**src/rtl/mem_router_pkg.sv**
```systemverilog
package mem_router_pkg;

  typedef enum logic [3:0] {
    RG_ROM0, RG_ROMX, RG_VRAM, RG_XRAM, RG_WRAM0, RG_WRAM1,
    RG_OAM, RG_DEAD, RG_IO, RG_HRAM, RG_IE
  } region_e;

  localparam logic [15:0] OAM_BASE  = 16'hFE00;
  localparam logic [15:0] DEAD_BASE = 16'hFEA0;
  localparam logic [15:0] IO_BASE   = 16'hFF00;
  localparam logic [15:0] HRAM_BASE = 16'hFF80;
  localparam logic [15:0] IE_ADDR   = 16'hFFFF;

  localparam int OAM_BYTES  = 160;
  localparam int HRAM_BYTES = 127;
  localparam int ROM_OFS_W  = 14;
  localparam int WRAM_OFS_W = 12;
  localparam int WIN8K_W    = 13;
  localparam int IO_W       = 7;

  localparam logic [7:0] OPEN_BUS = 8'hFF;

endpackage

```
**src/rtl/mem_router_decode.sv**
```systemverilog
module mem_router_decode
  import mem_router_pkg::*;
(
  input  logic [15:0] addr,
  output region_e     region
);

  always_comb begin
    case (addr[15:12])
      4'h0, 4'h1, 4'h2, 4'h3: region = RG_ROM0;
      4'h4, 4'h5, 4'h6, 4'h7: region = RG_ROMX;
      4'h8, 4'h9:             region = RG_VRAM;
      4'hA, 4'hB:             region = RG_XRAM;
      4'hC, 4'hE:             region = RG_WRAM0;
      4'hD:                   region = RG_WRAM1;
      default: begin
        if (addr < OAM_BASE)       region = RG_WRAM1;
        else if (addr < DEAD_BASE) region = RG_OAM;
        else if (addr < IO_BASE)   region = RG_DEAD;
        else if (addr < HRAM_BASE) region = RG_IO;
        else if (addr < IE_ADDR)   region = RG_HRAM;
        else                       region = RG_IE;
      end
    endcase
  end

endmodule

```
**src/rtl/mem_router_bytes.sv**
```systemverilog
module mem_router_bytes #(
  parameter int DEPTH = 128,
  parameter int AW    = $clog2(DEPTH)
) (
  input  logic          clk,
  input  logic          we,
  input  logic [AW-1:0] addr,
  input  logic [7:0]    wdata,
  output logic [7:0]    rdata
);

  logic [7:0] mem [DEPTH];
  logic       in_range;

  assign in_range = (32'(addr) < DEPTH);

  always_ff @(posedge clk) begin
    if (we && in_range) mem[addr] <= wdata;
  end

  always_comb begin
    rdata = 8'hFF;
    if (in_range) rdata = mem[addr];
  end

endmodule

```
**src/rtl/mem_router.sv**
```systemverilog
module mem_router
  import mem_router_pkg::*;
#(
  parameter int ROM_BANK_W = 7,
  localparam int ROM_AW    = ROM_BANK_W + ROM_OFS_W
) (
  input  logic                  clk,
  input  logic                  rst_n,
  input  logic [15:0]           cpu_addr,
  input  logic                  cpu_we,
  input  logic [7:0]            cpu_wdata,
  output logic [7:0]            cpu_rdata,
  input  logic [ROM_BANK_W-1:0] rom_bank_sel,
  input  logic                  xram_en,
  input  logic [1:0]            vid_mode,
  output logic                  mbc_we,
  output logic [ROM_AW-1:0]     rom_addr,
  input  logic [7:0]            rom_rdata,
  output logic [WIN8K_W-1:0]    vram_addr,
  output logic                  vram_we,
  input  logic [7:0]            vram_rdata,
  output logic [WIN8K_W-1:0]    xram_addr,
  output logic                  xram_we,
  input  logic [7:0]            xram_rdata,
  output logic [WIN8K_W-1:0]    wram_addr,
  output logic                  wram_we,
  input  logic [7:0]            wram_rdata,
  output logic [IO_W-1:0]       io_addr,
  output logic                  io_we,
  input  logic [7:0]            io_rdata
);

  localparam int OAM_AW  = $clog2(OAM_BYTES);
  localparam int HRAM_AW = $clog2(HRAM_BYTES);

  // reset: asserted at once, released through two flops
  logic rst_s1, rst_ok;
  always_ff @(posedge clk or negedge rst_n) begin
    if (!rst_n) begin
      rst_s1 <= 1'b0;
      rst_ok <= 1'b0;
    end else begin
      rst_s1 <= 1'b1;
      rst_ok <= rst_s1;
    end
  end

  region_e region;

  mem_router_decode u_decode (
    .addr   (cpu_addr),
    .region (region)
  );

  logic oam_open;
  assign oam_open = ~vid_mode[1];

  // external addresses always driven, strobes gated by region
  assign rom_addr  = (region == RG_ROMX) ? {rom_bank_sel, cpu_addr[ROM_OFS_W-1:0]}
                                         : {{ROM_BANK_W{1'b0}}, cpu_addr[ROM_OFS_W-1:0]};
  assign vram_addr = cpu_addr[WIN8K_W-1:0];
  assign xram_addr = cpu_addr[WIN8K_W-1:0];
  assign wram_addr = {(region == RG_WRAM1), cpu_addr[WRAM_OFS_W-1:0]};
  assign io_addr   = cpu_addr[IO_W-1:0];

  assign mbc_we  = cpu_we && (region == RG_ROM0 || region == RG_ROMX);
  assign vram_we = cpu_we && (region == RG_VRAM);
  assign xram_we = cpu_we && (region == RG_XRAM) && xram_en;
  assign wram_we = cpu_we && (region == RG_WRAM0 || region == RG_WRAM1);
  assign io_we   = cpu_we && (region == RG_IO);

  logic oam_we, hram_we, ie_we;
  assign oam_we  = cpu_we && (region == RG_OAM) && oam_open;
  assign hram_we = cpu_we && (region == RG_HRAM);
  assign ie_we   = cpu_we && (region == RG_IE);

  logic [7:0] oam_rd, hram_rd;

  mem_router_bytes #(.DEPTH(OAM_BYTES), .AW(OAM_AW)) u_oam (
    .clk   (clk),
    .we    (oam_we),
    .addr  (cpu_addr[OAM_AW-1:0]),
    .wdata (cpu_wdata),
    .rdata (oam_rd)
  );

  mem_router_bytes #(.DEPTH(HRAM_BYTES), .AW(HRAM_AW)) u_hram (
    .clk   (clk),
    .we    (hram_we),
    .addr  (cpu_addr[HRAM_AW-1:0]),
    .wdata (cpu_wdata),
    .rdata (hram_rd)
  );

  // interrupt-enable byte: next-state and register split
  logic [7:0] ie_q, ie_d;
  always_comb begin
    ie_d = ie_q;
    if (ie_we) ie_d = cpu_wdata;
  end

  always_ff @(posedge clk or negedge rst_ok) begin
    if (!rst_ok) ie_q <= 8'h00;
    else         ie_q <= ie_d;
  end

  always_comb begin
    case (region)
      RG_ROM0, RG_ROMX:  cpu_rdata = rom_rdata;
      RG_VRAM:           cpu_rdata = vram_rdata;
      RG_XRAM:           cpu_rdata = xram_en ? xram_rdata : OPEN_BUS;
      RG_WRAM0, RG_WRAM1: cpu_rdata = wram_rdata;
      RG_OAM:            cpu_rdata = oam_open ? oam_rd : OPEN_BUS;
      RG_IO:             cpu_rdata = io_rdata;
      RG_HRAM:           cpu_rdata = hram_rd;
      RG_IE:             cpu_rdata = ie_q;
      default:           cpu_rdata = OPEN_BUS;
    endcase
  end

endmodule

```
**config.mk**
```make
export PLATFORM = sky130hd
export DESIGN_NAME = mem_router
export DESIGN_NICKNAME = d
export VERILOG_FILES = /design/src/rtl/mem_router_pkg.sv /design/src/rtl/mem_router_decode.sv /design/src/rtl/mem_router_bytes.sv /design/src/rtl/mem_router.sv
export SDC_FILE = /design/constraint.sdc
export NUM_CORES = 2
export LEC_CHECK = 0
export BUFFER_PORTS_ARGS = -buffer_cell sky130_fd_sc_hd__buf_2
export CELL_PAD_IN_SITES_DETAIL_PLACEMENT = 1
export CELL_PAD_IN_SITES_GLOBAL_PLACEMENT = 2
export CORE_ASPECT_RATIO = 1.2
export CORE_MARGIN = 5
export CORE_UTILIZATION = 45
export CTS_CLUSTER_SIZE = 8
export DETAILED_ROUTE_END_ITERATION = 8
export PLACE_DENSITY_LB_ADDON = 0.25
export SETUP_SLACK_MARGIN = 0.1
export SLEW_MARGIN = 0
export SYNTH_ARGS = -nofsm -noshare
export SYNTH_HDL_FRONTEND = slang
export SYNTH_SLANG_ARGS = --single-unit
```
**constraint.sdc**
```tcl
create_clock -name clk -period 2.3 [get_ports clk]
set_clock_uncertainty 0.05 [all_clocks]
set_input_delay 0.115 -clock clk [delete_from_list [all_inputs] [get_ports clk]]
set_output_delay 0.115 -clock clk [all_outputs]
set_load 0.1 [all_outputs]
```
# After elaboration in Yosys (flattened, before gate mapping)

Memory sizes are Yosys's and may differ from the RTL's.
Index checks and enable logic that the tools add are counted.

$add $sub $neg: 0
Multiply operators: 0
Div/mod/pow operators: 0
Order comparisons: 7
Equality and inequality tests: 23
Shift operators: 0
Mux-type cells: 16
Bitwise gates (word level): 1
Reduce and logical (&&, ||, !) cells: 23

Operators with widths:

| cell                   | number |
|---|---|
| $lt A16 B16 Y1 const B | 5 |
| $pmux W8 S8            | 1 |
| $eq A4 B4 Y1 const B   | 10 |
| $mux W8                | 4 |
| $eq A4 B3 Y1 const B   | 7 |
| $pmux W4 S6            | 1 |
| $mux W21               | 1 |
| $eq A4 B2 Y1 const B   | 4 |
| $mux W4                | 4 |
| $logic_and A1 B1 Y1    | 12 |
| $reduce_or A2 Y1       | 5 |
| $eq A4 B1 Y1 const B   | 2 |
| $logic_not A4 Y1       | 2 |
| $lt A8 B8 Y1 const B   | 1 |
| $reduce_or A4 Y1       | 2 |
| $lt A7 B7 Y1 const B   | 1 |
| $mux W1                | 4 |
| $logic_or A1 B1 Y1     | 2 |
| $mux W2                | 1 |
| $not A1 Y1             | 1 |

Bits in registers: 10
Bits in latches: 0
Memory bits (writable): 2296
Memory bits (read-only): 0
Input bits: 77
Output and inout port bits: 80
Word-level logic and storage cells: 75
Memories kept: 2

Memory list:

| name       | depth | bits a word | read ports | clocked after Yosys merged registers in | write ports | RTL line               | text |
|---|---|---|---|---|---|---|---|
| u_oam.mem  | 160   | 8           | 1          | 0                                       | 1           | mem_router_bytes.sv:12 | `logic [7:0] mem [DEPTH];` |
| u_hram.mem | 127   | 8           | 1          | 0                                       | 1           | mem_router_bytes.sv:12 |  |

# Longest topological paths before layout

Depth in word-level cells: 13
Depth in mapped cells: 14

# Modules after synthesis

Synthesis repeated with hierarchy kept, for this count alone.

Cells, all modules: 4705
Area, all modules: 91351.4 um^2

By module, submodules not included:

| module                    | instances | cells an instance | area an instance (um^2) | seq. area each (um^2) |
|---|---|---|---|---|
| mem_router_bytes (u_oam)  | 1         | 2289              | 49563.8                 | 38436.9 |
| mem_router_bytes (u_hram) | 1         | 2203              | 40102.2                 | 30509.3 |
| mem_router                | 1         | 195               | 1559.0                  | 250.2 |
| mem_router_decode         | 1         | 18                | 126.4                   | 0.0 |

# Least setup slack after synthesis

No wires, ideal clock.

Path type: input to output
From: input port cpu_addr[1]
To: output port cpu_rdata[1]
Data arrival time: 3963 ps
Data required time: 2135 ps
Path slack: -1828 ps
Cell stages on the path: 10
Buffers on the path: 5
Cells stage by stage: buf_4 buf_2 buf_2 clkbuf_1 buf_2 nand3b_1 o2111ai_1 a221oi_1 a31o_2 o31ai_1

Longest elaborated chain between the ends: 10

Ends and longest elaborated chain:

| element                              | RTL line                | text |
|---|---|---|
| start, declared                      | mem_router.sv:9         | `input logic [15:0] cpu_addr,` |
| $lt A16 B16 Y1                       | mem_router_decode.sv:21 | `else if (addr < IE_ADDR) region = RG_HRAM;` |
| $mux W2                              | mem_router_decode.sv:21 |  |
| $mux W4                              | mem_router_decode.sv:20 | `else if (addr < HRAM_BASE) region = RG_IO;` |
| $mux W4                              | mem_router_decode.sv:19 | `else if (addr < IO_BASE) region = RG_DEAD;` |
| $mux W4                              | mem_router_decode.sv:18 | `else if (addr < DEAD_BASE) region = RG_OAM;` |
| $mux W4                              | mem_router_decode.sv:17 | `if (addr < OAM_BASE) region = RG_WRAM1;` |
| $pmux W4 S6                          | mem_router_decode.sv:9  | `case (addr[15:12])` |
| $eq A4 B3 Y1 (tied with other cells) | mem_router.sv:108       | `case (region)` |
| $reduce_or A2 Y1                     | mem_router.sv:108       |  |
| $pmux W8 S8 *                        | mem_router.sv:108       |  |
| end, declared                        | mem_router.sv:12        | `output logic [7:0] cpu_rdata,` |

Every way passes the cells marked *; elsewhere a longest branch is shown, timed or not.

# Final worst setup path

From: memory u_oam.mem[101][2]
To: output port cpu_rdata[2]

Longest elaborated chain between the ends: 4

Ends and longest elaborated chain:

| element         | RTL line               | text |
|---|---|---|
| start, declared | mem_router_bytes.sv:12 |  |
| $mem_v2 Z160 W8 | -                      |  |
| $mux W8         | mem_router_bytes.sv:23 | `if (in_range) rdata = mem[addr];` |
| $mux W8         | mem_router.sv:113      | `RG_OAM: cpu_rdata = oam_open ? oam_rd : OPEN_BUS;` |
| $pmux W8 S8     | mem_router.sv:108      |  |

Every way passes these cells.

==> out/results.ini <==
[cells_and_area]
area_delta_synth_final_pct = 24.7
final_cell_mix = edfxtp_1 (2296), buf_4 (801), mux4_2 (530), clkbuf_16 (347), mux2i_1 (188)
fin_cells = 8226
layout-drive-gt1-share = 0.416
finish.utilization = 0.565
layout_commonest_cell = edfxtp_1
fill_cells = 17300
layout.nets = 5642

[setup_path]
critPathMaxFanout = 1
end_kind = output pin
path_common_cell = buf_4
start_kind = flop
worst_ep_required_time_ps = 2130
slowest_stage = or4_4
max_stage_delay_ps = 570
arrival_ps = 3840
worstPathCellList = mux4_2 > a22oi_2 > buf_4 > a21oi_2 > or4_4 > a221oi_2 > buf_4 > o211ai_1 > buf_4 > buf_12
critPathKind = reg -> out

[yosys]
synth.avg_cell_area_um2 = 20.7
synth_fp_nets = 4468
synth-edff-count = 2296
synthCells = 4391
yosysTopAreaCell = edfxtp_1
ys_async_sr_fraction = 0.00434
synth_area_leaders = edfxtp_1 (76%), mux4_2 (13%), mux2i_1 (2.1%)
synth.distinct_cells = 71
synth-main-ff-cell = edfxtp_1
syn_area_um2 = 91000
yosysWarnings = 0
ys_ff_latch = 2306
synth_top_area_share = 0.757
seq_area_frac_synth = 0.760

[power]
power_density_nw_per_um2 = 842
p_leak_nw = 37.9
peakVddDrop_mv = 0.857

[placed_design]
routabilityCongestion = 0.860
place_ws_ps = -1740
place_hpwl_mm = 189
io_buffers = 155
dp.cells = 7840

[route]
wire_per_inst_um = 34.2
ant_nets = 0
via_per_inst = 6.02
drtIter0Drc = 4940
drt_wl_total_mm = 281
drc_errors = 0
num_vias = 49500
firstDrtPassIters = 8

[run]
cap_violations = 0

[grt]
grt_use_total = 0.267
grt_max_degree = 115
antenna_found_initial = 5
gr-total-overflow = 0
grt_pass1_vias = 53600
grt_pass1_wl_mm = 400

[run_status]
violations = negative setup slack
status = finished, violations left

[floorplanning]
die_area_um2 = 211000
fp.dieH_um = 503
initial_utilization = 0.453
core_area_um2 = 201000
die_width_um = 421
placementRows = 180
io_pins = 157

[clocking]
worst_skew_pair.late_latency_ps = 930
clock-sinks = 2306
clockBufferDepth = 4
clk_pin_slew_ps = 50
cts_htree_levels = 5
cts_root_buf = clkbuf_16
cts_buffers = 338
cts_tree = yes

[sta]
max-slew-margin-rel = 0.283
tightest_slew_ps = 1070
rsz0062_at_grt = yes
setup_slack_ps = -1710
tns_ps = -12240
period_share = 1.74
hold_violations = 0
fin_hold_ws_ps = 69.1
min_period_ps = 4010
final_max_slew_viol_count = 0
setup_violations = 8
clock.fmax_mhz = 250

[hold_path]
worstHoldPathType = in -> reg

-- flip-flops by register name, summed over array words and instances, names as in the netlist --
signal and flops:
u_oam.mem 1280, u_hram.mem 1016, ie_q 8, rst_ok 1, rst_s1 1
-- stage by stage --
step           cell area [um2]  total power [mW]
2_1_floorplan            92300              50.2
3_3_place_gp            104000              53.3
3_5_place_dp            104000              53.4
4_1_cts                 113000              96.3
5_1_grt                 114000              98.5
6_report                114000              95.6
-- critical path: cells and delay by family, from the launching register on --
family	cells	cell delay, ps
compound gates	4	740
mux	1	480
buf+inv	4	740
flops	1	360
simple gates	1	570
-- per-layer routing --
layer / vias to the layer above / wire (um) / track usage / share of wire
met3: 469 / 15800 / 0.0404 / 0.056
met5: - / 0 / 0 / 0
met4: 0 / 12000 / 0.105 / 0.043
met1: 26700 / 108000 / 0.341 / 0.38
met2: 1923 / 145000 / 0.461 / 0.52
li1: 20400 / - / - / -
-- path summary, 6_finish.rpt --
kind                                        startpoint                           to  slack (ps)  cells past startpoint
setup / recovery           u_oam.mem[101][2]$_DFFE_PP_                 cpu_rdata[2]       -1710                     10
min in group asynchronous             rst_ok$_DFF_PN0_          ie_q[4]$_DFFE_PN0P_          90                      0
hold / removal                                  cpu_we  u_hram.mem[16][4]$_DFFE_PP_          70                      4
max in group asynchronous                        rst_n             rst_ok$_DFF_PN0_        1500                      4
hold reg to reg                       rst_ok$_DFF_PN0_          ie_q[4]$_DFFE_PN0P_          90                      0
setup reg to reg                   ie_q[4]$_DFFE_PN0P_          ie_q[4]$_DFFE_PN0P_        1480                      1
-- Yosys cell counts (7+ instances only) --
cell,n
buf_2,68
mux2i_1,192
nand2b_1,19
clkbuf_1,96
a21oi_1,60
mux2_2,26
buf_4,90
nor2_1,301
o21ai_0,30
nand4_1,13
o211ai_1,8
a22oi_1,99
nand3_1,68
dfrtp_1,10
buf_6,47
a2111oi_0,8
or3_1,9
a311oi_1,7
a22o_1,18
a211oi_1,20
mux4_2,530
nand2_1,93
a221oi_1,33
buf_1,18
and2_1,13
edfxtp_1,2296
nor3_1,39
o22ai_1,35
and3_1,16
nor2b_1,32
-- repair_timing --
action,in CTS,in global routing
pin swaps,30,20
endpoints found under the hold margin,2306,0
setup buffers,2,6
endpoints found under the setup margin,465,81
resized for setup,87,91
hold buffers,13,0
cloned,2,1
-- logic make-up after synthesis --
logic type | Yosys count | synth area share
DFF | 2306 | 0.760
muxes | 748 | 0.155
and+or+nand+nor | 631 | 0.0315
AOI/OAI and AO/OA | 374 | 0.0297
buffers and inverters | 331 | 0.0231
other | 1 | 0.0000412
-- cell type report --
class | instances | area, um2 | share of cell area
flip-flops and latches | 2306 | 69200 | 0.609
multi-input cells | 1754 | 21300 | 0.187
repair buffers | 1160 | 11000 | 0.0969
clock buffers | 356 | 8700 | 0.0766
well taps | 2639 | 3300 | 0.0291
clock inverters | 5 | 47.5 | 0.000419
inverters | 5 | 18.8 | 0.000165
diodes | 1 | 2.50 | 0.0000220
-- power breakdown --
group | leakage [nW] | total [mW] | internal, mW | switching, mW
registers | 20.8 | 46.3 | 46.3 | 0.00408
clock network | 4.30 | 42.8 | 26.2 | 16.6
logic | 12.9 | 6.57 | 2.51 | 4.05
total | 37.9 | 95.6 | 75.0 | 20.6
(Power assumes the default switching activity.)
